===== src/rtl/rtc_pkg.sv =====
package rtc_pkg;

   localparam logic [6:0] IDX_SEC  = 7'h00;
   localparam logic [6:0] IDX_MIN  = 7'h02;
   localparam logic [6:0] IDX_HOUR = 7'h04;
   localparam logic [6:0] IDX_CTLA = 7'h0A;
   localparam logic [6:0] IDX_CTLB = 7'h0B;
   localparam logic [6:0] IDX_STAT = 7'h0C;

   localparam logic [6:0] CTLA_RESET = 7'h26;
   localparam logic [7:0] CTLB_RESET = 8'h02;

   localparam int B_PIE = 6;
   localparam int B_UIE = 4;
   localparam int B_BIN = 2;
   localparam int B_H24 = 1;

   typedef enum logic [1:0] {TSEL_SEC, TSEL_MIN, TSEL_HOUR} tsel_e;

   typedef struct packed {
      logic [5:0] sec;
      logic [5:0] min;
      logic [4:0] hour;
   } rtc_time_t;

   function automatic logic [7:0] to_bcd(input logic [6:0] v);
      return {4'(v / 7'd10), 4'(v % 7'd10)};
   endfunction

   function automatic logic [6:0] from_bcd(input logic [7:0] d);
      return 7'(d[7:4]) * 7'd10 + 7'(d[3:0]);
   endfunction

   function automatic logic [7:0] enc_val(input logic [6:0] v, input logic bin);
      return bin ? {1'b0, v} : to_bcd(v);
   endfunction

   function automatic logic [6:0] dec_val(input logic [7:0] d, input logic bin);
      return bin ? d[6:0] : from_bcd(d);
   endfunction

   function automatic logic [7:0] enc_hour(input logic [4:0] h, input logic bin,
                                           input logic h24);
      logic [4:0] h12;
      logic [7:0] r;
      if (h24) return enc_val({2'b00, h}, bin);
      if (h == 5'd0)       h12 = 5'd12;
      else if (h > 5'd12)  h12 = h - 5'd12;
      else                 h12 = h;
      r    = enc_val({2'b00, h12}, bin);
      r[7] = (h >= 5'd12);
      return r;
   endfunction

   function automatic logic [4:0] dec_hour(input logic [7:0] d, input logic bin,
                                           input logic h24);
      logic [6:0] v;
      if (h24) return 5'(dec_val(d, bin));
      v = dec_val({1'b0, d[6:0]}, bin);
      if (v == 7'd12) v = 7'd0;
      return 5'(v) + (d[7] ? 5'd12 : 5'd0);
   endfunction

endpackage


===== src/rtl/rtc_divider.sv =====
module rtc_divider #(
   parameter int DIV_BITS        = 15,
   parameter int UIP_TICKS       = 8,
   parameter bit ALIAS_LOW_RATES = 1'b1
) (
   input  logic       clk,
   input  logic       rst_n,
   input  logic       tick_en,
   input  logic [3:0] rate,
   output logic       sec_evt,
   output logic       per_evt,
   output logic       uip
);

   localparam int                CNT_W     = 15;
   localparam int                SEC_TICKS = 1 << DIV_BITS;
   localparam logic [DIV_BITS-1:0] UIP_FIRST = DIV_BITS'(SEC_TICKS - UIP_TICKS);

   if (DIV_BITS < 4 || DIV_BITS > CNT_W) begin : g_bad_div
      $error("rtc_divider: DIV_BITS must lie in 4..15");
   end
   if (UIP_TICKS < 1 || UIP_TICKS > SEC_TICKS / 2) begin : g_bad_uip
      $error("rtc_divider: UIP_TICKS must lie in 1..half a second");
   end

   logic [CNT_W-1:0] cnt_q;
   logic [3:0]       rate_eff;
   logic [CNT_W-1:0] per_mask;

   always_ff @(posedge clk) begin
      if (!rst_n)       cnt_q <= '0;
      else if (tick_en) cnt_q <= cnt_q + 1'b1;
   end

   if (ALIAS_LOW_RATES) begin : g_alias
      assign rate_eff = (rate == 4'd1 || rate == 4'd2) ? rate + 4'd7 : rate;
   end else begin : g_direct
      assign rate_eff = rate;
   end

   always_comb per_mask = (CNT_W'(1) << (rate_eff - 4'd1)) - CNT_W'(1);

   assign sec_evt = tick_en && (cnt_q[DIV_BITS-1:0] == '1);
   assign per_evt = tick_en && (rate_eff != 4'd0) && ((cnt_q & per_mask) == per_mask);
   assign uip     = cnt_q[DIV_BITS-1:0] >= UIP_FIRST;

endmodule


===== src/rtl/rtc_timekeep.sv =====
module rtc_timekeep
   import rtc_pkg::*;
(
   input  logic       clk,
   input  logic       rst_n,
   input  logic       sec_evt,
   input  logic       uip,
   input  logic       wr_en,
   input  tsel_e      wr_sel,
   input  logic [6:0] wr_val,
   output rtc_time_t  tm
);

   always_ff @(posedge clk) begin
      if (!rst_n) begin
         tm <= '0;
      end else if (wr_en) begin
         case (wr_sel)
            TSEL_SEC:  tm.sec  <= 6'(wr_val);
            TSEL_MIN:  tm.min  <= 6'(wr_val);
            TSEL_HOUR: tm.hour <= 5'(wr_val);
            default:   tm.sec  <= tm.sec;
         endcase
      end else if (sec_evt) begin
         if (tm.sec >= 6'd59) begin
            tm.sec <= 6'd0;
            if (tm.min >= 6'd59) begin
               tm.min  <= 6'd0;
               tm.hour <= (tm.hour >= 5'd23) ? 5'd0 : tm.hour + 5'd1;
            end else begin
               tm.min <= tm.min + 6'd1;
            end
         end else begin
            tm.sec <= tm.sec + 6'd1;
         end
      end
   end

   // outside the update window and without a write, time holds
   p_time_hold_r4: assert property (@(posedge clk) disable iff (!rst_n)
      (!wr_en && !uip) |=> $stable(tm));

   // a rollover from 59 seconds lands on 0
   p_sec_wrap_r3: assert property (@(posedge clk) disable iff (!rst_n)
      (sec_evt && !wr_en && tm.sec == 6'd59) |=> (tm.sec == 6'd0));

endmodule


===== src/rtl/rtc_irq_flags.sv =====
module rtc_irq_flags (
   input  logic       clk,
   input  logic       rst_n,
   input  logic       per_evt,
   input  logic       sec_evt,
   input  logic       pie,
   input  logic       uie,
   input  logic       rd_clr,
   output logic [7:0] stat,
   output logic       irq
);

   logic pf_q, uf_q, irqf_q;
   logic pf_d, uf_d, irqf_d;

   always_comb begin
      pf_d   = (pf_q & ~rd_clr) | per_evt;
      uf_d   = (uf_q & ~rd_clr) | sec_evt;
      irqf_d = (irqf_q & ~rd_clr) | (pf_d & pie) | (uf_d & uie);
   end

   always_ff @(posedge clk) begin
      if (!rst_n) begin
         pf_q   <= 1'b0;
         uf_q   <= 1'b0;
         irqf_q <= 1'b0;
      end else begin
         pf_q   <= pf_d;
         uf_q   <= uf_d;
         irqf_q <= irqf_d;
      end
   end

   assign stat = {irqf_q, pf_q, 1'b0, uf_q, 4'b0000};
   assign irq  = irqf_q;

   // the request is held until software reads the status
   p_irq_hold_r10: assert property (@(posedge clk) disable iff (!rst_n)
      (irq && !rd_clr) |=> irq);

   // a read with no coincident event leaves nothing pending
   p_read_clears_r11: assert property (@(posedge clk) disable iff (!rst_n)
      (rd_clr && !per_evt && !sec_evt) |=> (!irq && stat[6:4] == 3'b000));

   // an event coinciding with a read is not lost
   p_event_kept_r11: assert property (@(posedge clk) disable iff (!rst_n)
      per_evt |=> stat[6]);

endmodule


===== src/rtl/rtc_cmos_core.sv =====
module rtc_cmos_core
   import rtc_pkg::*;
#(
   parameter int DIV_BITS        = 15,
   parameter int UIP_TICKS       = 8,
   parameter bit ALIAS_LOW_RATES = 1'b1
) (
   input  logic       clk,
   input  logic       rst_n,
   input  logic       tick_en,
   input  logic       idx_we,
   input  logic       data_we,
   input  logic       data_re,
   input  logic [7:0] wdata,
   output logic [7:0] rdata,
   output logic       irq
);

   logic [6:0] idx_q;
   logic [6:0] ctla_q;
   logic [7:0] ctlb_q;
   logic       sec_evt, per_evt, uip;
   logic       rd_clr, time_we;
   tsel_e      wr_sel;
   logic [6:0] wr_val;
   rtc_time_t  tm;
   logic [7:0] stat;
   logic       fmt_bin, fmt_h24;

   assign fmt_bin = ctlb_q[B_BIN];
   assign fmt_h24 = ctlb_q[B_H24];

   always_ff @(posedge clk) begin
      if (!rst_n) begin
         idx_q  <= '0;
         ctla_q <= CTLA_RESET;
         ctlb_q <= CTLB_RESET;
      end else begin
         if (idx_we) idx_q <= wdata[6:0];
         if (data_we && idx_q == IDX_CTLA) ctla_q <= wdata[6:0];
         if (data_we && idx_q == IDX_CTLB) ctlb_q <= wdata;
      end
   end

   assign rd_clr  = data_re && (idx_q == IDX_STAT);
   assign time_we = data_we && (idx_q == IDX_SEC || idx_q == IDX_MIN || idx_q == IDX_HOUR);

   always_comb begin
      case (idx_q)
         IDX_MIN:  wr_sel = TSEL_MIN;
         IDX_HOUR: wr_sel = TSEL_HOUR;
         default:  wr_sel = TSEL_SEC;
      endcase
      if (idx_q == IDX_HOUR) wr_val = {2'b00, dec_hour(wdata, fmt_bin, fmt_h24)};
      else                   wr_val = dec_val(wdata, fmt_bin);
   end

   rtc_divider #(
      .DIV_BITS        (DIV_BITS),
      .UIP_TICKS       (UIP_TICKS),
      .ALIAS_LOW_RATES (ALIAS_LOW_RATES)
   ) u_div (
      .clk     (clk),
      .rst_n   (rst_n),
      .tick_en (tick_en),
      .rate    (ctla_q[3:0]),
      .sec_evt (sec_evt),
      .per_evt (per_evt),
      .uip     (uip)
   );

   rtc_timekeep u_time (
      .clk     (clk),
      .rst_n   (rst_n),
      .sec_evt (sec_evt),
      .uip     (uip),
      .wr_en   (time_we),
      .wr_sel  (wr_sel),
      .wr_val  (wr_val),
      .tm      (tm)
   );

   rtc_irq_flags u_flags (
      .clk     (clk),
      .rst_n   (rst_n),
      .per_evt (per_evt),
      .sec_evt (sec_evt),
      .pie     (ctlb_q[B_PIE]),
      .uie     (ctlb_q[B_UIE]),
      .rd_clr  (rd_clr),
      .stat    (stat),
      .irq     (irq)
   );

   always_comb begin
      case (idx_q)
         IDX_SEC:  rdata = enc_val({1'b0, tm.sec}, fmt_bin);
         IDX_MIN:  rdata = enc_val({1'b0, tm.min}, fmt_bin);
         IDX_HOUR: rdata = enc_hour(tm.hour, fmt_bin, fmt_h24);
         IDX_CTLA: rdata = {uip, ctla_q};
         IDX_CTLB: rdata = ctlb_q;
         IDX_STAT: rdata = stat;
         default:  rdata = 8'h00;
      endcase
   end

   // with the rate field at zero no periodic flag can appear
   p_rate0_no_pf_r7: assert property (@(posedge clk) disable iff (!rst_n)
      (ctla_q[3:0] == 4'd0 && !stat[6]) |=> !stat[6]);

   // every seconds rollover leaves the update flag set
   p_uf_on_roll_r8: assert property (@(posedge clk) disable iff (!rst_n)
      sec_evt |=> stat[4]);

endmodule


===== config.mk =====
export PLATFORM = sky130hd
export DESIGN_NAME = rtc_cmos_core
export DESIGN_NICKNAME = d
export VERILOG_FILES = /design/src/rtl/rtc_pkg.sv /design/src/rtl/rtc_divider.sv /design/src/rtl/rtc_timekeep.sv /design/src/rtl/rtc_irq_flags.sv /design/src/rtl/rtc_cmos_core.sv
export SDC_FILE = /design/constraint.sdc
export NUM_CORES = 1
export LEC_CHECK = 0
export ABC_AREA = 1
export BUFFER_PORTS_ARGS = -buffer_cell sky130_fd_sc_hd__buf_4
export CAP_MARGIN = 30
export CORE_UTILIZATION = 57
export CTS_BUF_LIST = sky130_fd_sc_hd__clkbuf_4 sky130_fd_sc_hd__clkbuf_8 sky130_fd_sc_hd__clkbuf_16
export CTS_CLUSTER_DIAMETER = 40
export DETAILED_ROUTE_END_ITERATION = 6
export GPL_TIMING_DRIVEN = 0
export PLACE_DENSITY = 0.87
export SLEW_MARGIN = 5
export SYNTH_ARGS = -nofsm -noshare
export SYNTH_HDL_FRONTEND = slang
export SYNTH_SLANG_ARGS = --single-unit

===== constraint.sdc =====
create_clock -name clk -period 3.7 [get_ports clk]
set_input_delay 0.185 -clock clk [delete_from_list [all_inputs] [get_ports clk]]
set_output_delay 0.185 -clock clk [all_outputs]
set_load 0.02 [all_outputs]

==> flow_summary.json <==
{
  "status": "complete, but fails checks",
  "violations_in_the_final_reports": "DRC",
  "hold-path-cell-count": 3,
  "mostFrequentLayoutCell": "sky130_fd_sc_hd__nand2_1",
  "arrival_ns": 3.40,
  "synth.cell_area_um2": 5020,
  "timing.setup.critical_path_class": "reg -> out",
  "layout_common_cells": "140 x sky130_fd_sc_hd__nand2_1, 106 x sky130_fd_sc_hd__inv_1, 83 x sky130_fd_sc_hd__nor2_1",
  "clock-sinks": 57,
  "timing.critical_path.required_ns": 3.51,
  "report.final.hold_viol_count": 0,
  "layout-drive-gt1-share": 0.135,
  "floorplan.rows": 33,
  "die_height_um": 95.9,
  "syn-num-nets": 844,
  "io_port_bufs": 21,
  "chipWidth_um": 95.9,
  "yosysWarnings": 0,
  "timing.fmax_mhz": 279,
  "grt_first_pass_wirelength_um": 23500,
  "clk_path_buf_depth": 2,
  "clkSlewWorstSetupHoldPaths_ns": 0.08,
  "rr_endpoint": "u_time.tm[3]$_SDFFE_PN0P_",
  "postRouteAntennaNets": 0,
  "synth_cells": 791,
  "ys_seq_area_frac": 0.227,
  "timing.rr.start": "ctlb_q[2]$_SDFFE_PN0P_",
  "synth.ff_latch_count": 57,
  "final_period_minus_worst_setup_slack_ns": 3.58,
  "clock_tree_from_tritoncts": "built",
  "slew_viol_final": 0,
  "filler_cell_count": 713,
  "hold_path_class": "in -> reg",
  "cp_max_fo": 6,
  "finalClockSkew_ns": 0.0153,
  "first_global_vias": 5040,
  "worst-r2r-setup-slack_ns": 0.55,
  "root_buffer": "sky130_fd_sc_hd__clkbuf_8",
  "antenna_cells_inserted": 0,
  "placed_cells_incl_taps": 917,
  "grt_max_degree": 14,
  "area_growth_pct": 12.7,
  "detailed_router_s_first_iteration_violation_count": 471,
  "worst-slew-pin-transition_ns": 0.812,
  "worst_setup_sp_type": "register",
  "place.gp.congestion": 0.911,
  "final_instance_area_um2": 5660,
  "reg2regPathDepth": 15,
  "design.portCount": 23,
  "route.detailed.wl_per_inst_um": 15.6,
  "placed_area_um2": 5310,
  "synth_async_sr_flop_share": 0,
  "finalSetupViolCount": 0,
  "via_per_inst": 6.02,
  "htree_num_levels": 3,
  "hold_start": "tick_en",
  "route.final.wire_length_um": 14700,
  "synth-edff-count": 0,
  "core_region_area_um2": 8380,
  "initial_core_util": 0.599,
  "slew_headroom": 0.453,
  "post_route_clock_period_utilization": 0.968,
  "avgSynthCellArea_um2": 6.35,
  "crit_path_end_kind": "output pin",
  "synth_flop_cell": "sky130_fd_sc_hd__dfxtp_1",
  "holdWs_ns": 0.0987,
  "synth_cell_types": 51,
  "initial_antenna_violation_count": 0,
  "place.detailed.hpwl_um": 10900,
  "groute.usage.overall": 0.331,
  "drt_first_pass_iters": 7,
  "dieArea_um2": 9190,
  "pwr_density_cell_nw_per_um2": 282,
  "nets": 885,
  "max_cap_viol_count": 0,
  "peakVddDrop_mv": 0.296,
  "globalRouteOverflowTotal": 0,
  "core_utilization_of_the_finished_layout": 0.675,
  "num_vias": 5669,
  "layoutNonFillerInstCount": 942,
  "remaining_drc_errors": 3,
  "tritoncts.num_buffers": 9,
  "clock_insertion_delay_worst_skew_ns": 0.36,
  "cts_hold_buffers": 0,
  "total_leakage_power_nw": 2.55,
  "hold_path_end": "u_div.cnt_q[2]$_SDFFE_PN0P_"
}
## Yosys cell counts, drive strengths merged, types with 6 or more instances
cell      n  share of area
nand2   149           0.11
inv     122          0.092
nor2     90          0.073
o21ai    88          0.090
nand3    66          0.068
a21oi    62          0.067
dfxtp    57           0.23
ha       37          0.092
a31oi    13          0.016
xor2     13          0.023
nor3     12          0.013
clkbuf   11         0.0082
nand4     9          0.011
a211oi    7          0.010
nor4      7          0.016
o211ai    7          0.010
or2       6         0.0075
xnor2     6          0.010
## logic make-up after synthesis
logic type | count (synthesis) | share of synthesized area
AO/OA/AOI/OAI | 197 | 0.227
other | 1 | 0.000747
buffers and inverters | 137 | 0.105
adder cells (fa/ha/maj) | 39 | 0.100
AND/OR/NAND/NOR | 340 | 0.304
flip-flops | 57 | 0.227
XOR/XNOR | 19 | 0.0331
multiplexers | 1 | 0.00224
## per-layer routing
metal	GRT usage	up-vias	wire length [µm]
met3	0.103	62	1440
met1	0.419	2537	6040
met5	0	-	0
li1	-	2735	-
met2	0.518	335	6630
met4	0.146	0	560
## how the worst max path moves through the flow
stage                              start                        end  depth (start not counted)  slack [ns]
2_1_floorplan  u_time.tm[2]$_SDFFE_PN0P_                   rdata[4]                         22        0.78
3_3_place_gp                    wdata[4]  u_time.tm[4]$_SDFFE_PN0P_                         16        0.18
3_5_place_dp                    wdata[4]  u_time.tm[4]$_SDFFE_PN0P_                         16        0.13
4_1_cts        u_time.tm[1]$_SDFFE_PN0P_                   rdata[4]                         23        0.02
5_1_grt        u_time.tm[2]$_SDFFE_PN0P_                   rdata[4]                         22       -0.06
6_report       u_time.tm[0]$_SDFFE_PN0P_                   rdata[4]                         23        0.12
## critical path, cell delays in order, from the launching register on
cell                       delay (ns)
sky130_fd_sc_hd__dfxtp_4         0.37
sky130_fd_sc_hd__inv_2           0.10
sky130_fd_sc_hd__ha_4            0.17
sky130_fd_sc_hd__nand3_2         0.10
sky130_fd_sc_hd__nand2_2         0.12
sky130_fd_sc_hd__inv_2           0.05
sky130_fd_sc_hd__nor2_1          0.24
sky130_fd_sc_hd__nor3_4          0.09
sky130_fd_sc_hd__ha_1            0.22
sky130_fd_sc_hd__inv_1           0.06
sky130_fd_sc_hd__ha_1            0.13
sky130_fd_sc_hd__inv_1           0.06
sky130_fd_sc_hd__nand2_4         0.07
sky130_fd_sc_hd__xor2_2          0.15
sky130_fd_sc_hd__inv_1           0.08
sky130_fd_sc_hd__ha_1            0.20
sky130_fd_sc_hd__o21ai_1         0.09
sky130_fd_sc_hd__nand2_1         0.10
sky130_fd_sc_hd__nand2_2         0.10
sky130_fd_sc_hd__nand2_1         0.08
sky130_fd_sc_hd__o211ai_1        0.11
sky130_fd_sc_hd__nand3_1         0.09
sky130_fd_sc_hd__nand2_1         0.10
sky130_fd_sc_hd__buf_4           0.14
## report_power, final
part / leakage, nW / total (mW) / internal [mW] / switching, mW
logic: 1.98 / 0.322 / 0.112 / 0.210
registers: 0.466 / 0.645 / 0.627 / 0.0178
clock network: 0.107 / 0.632 / 0.325 / 0.307
## stage by stage
stage | setup TNS, ns | worst slack (ns) | power, mW
CTS | 0 | 0.0166 | 1.59
detailed placement | 0 | 0.132 | 0.970
global placement | 0 | 0.177 | 0.955
global route | -0.0728 | -0.0630 | 1.67
finish | 0 | 0.117 | 1.60
floorplan | 0 | 0.783 | 0.882
## flip-flops by register name (all words and copies together) (netlist names)
signal        cells
ctla_q            7
ctlb_q            8
idx_q             7
u_div.cnt_q      15
u_flags.irq       1
u_flags.pf_q      1
u_flags.uf_q      1
u_time.tm        17
## repair_timing
action                                  in CTS  in global routing
gates resized for setup                      3                 24
setup buffers                                0                  9
pin swaps                                    0                  3
endpoints found under the setup margin       3                  4
## cell type report
class                           count  area (µm²)  area share
Multi-Input combinational cell    597        3410       0.602
Sequential cell                    57        1150       0.204
Inverter                          123         472      0.0833
Timing Repair Buffer               30         225      0.0398
Tap cell                          105         131      0.0232
Clock buffer                        9         124      0.0219
Clock inverter                      7        85.1      0.0150
Buffer                             14        62.6      0.0110
Note: power is estimated with default switching activity, not from simulation.
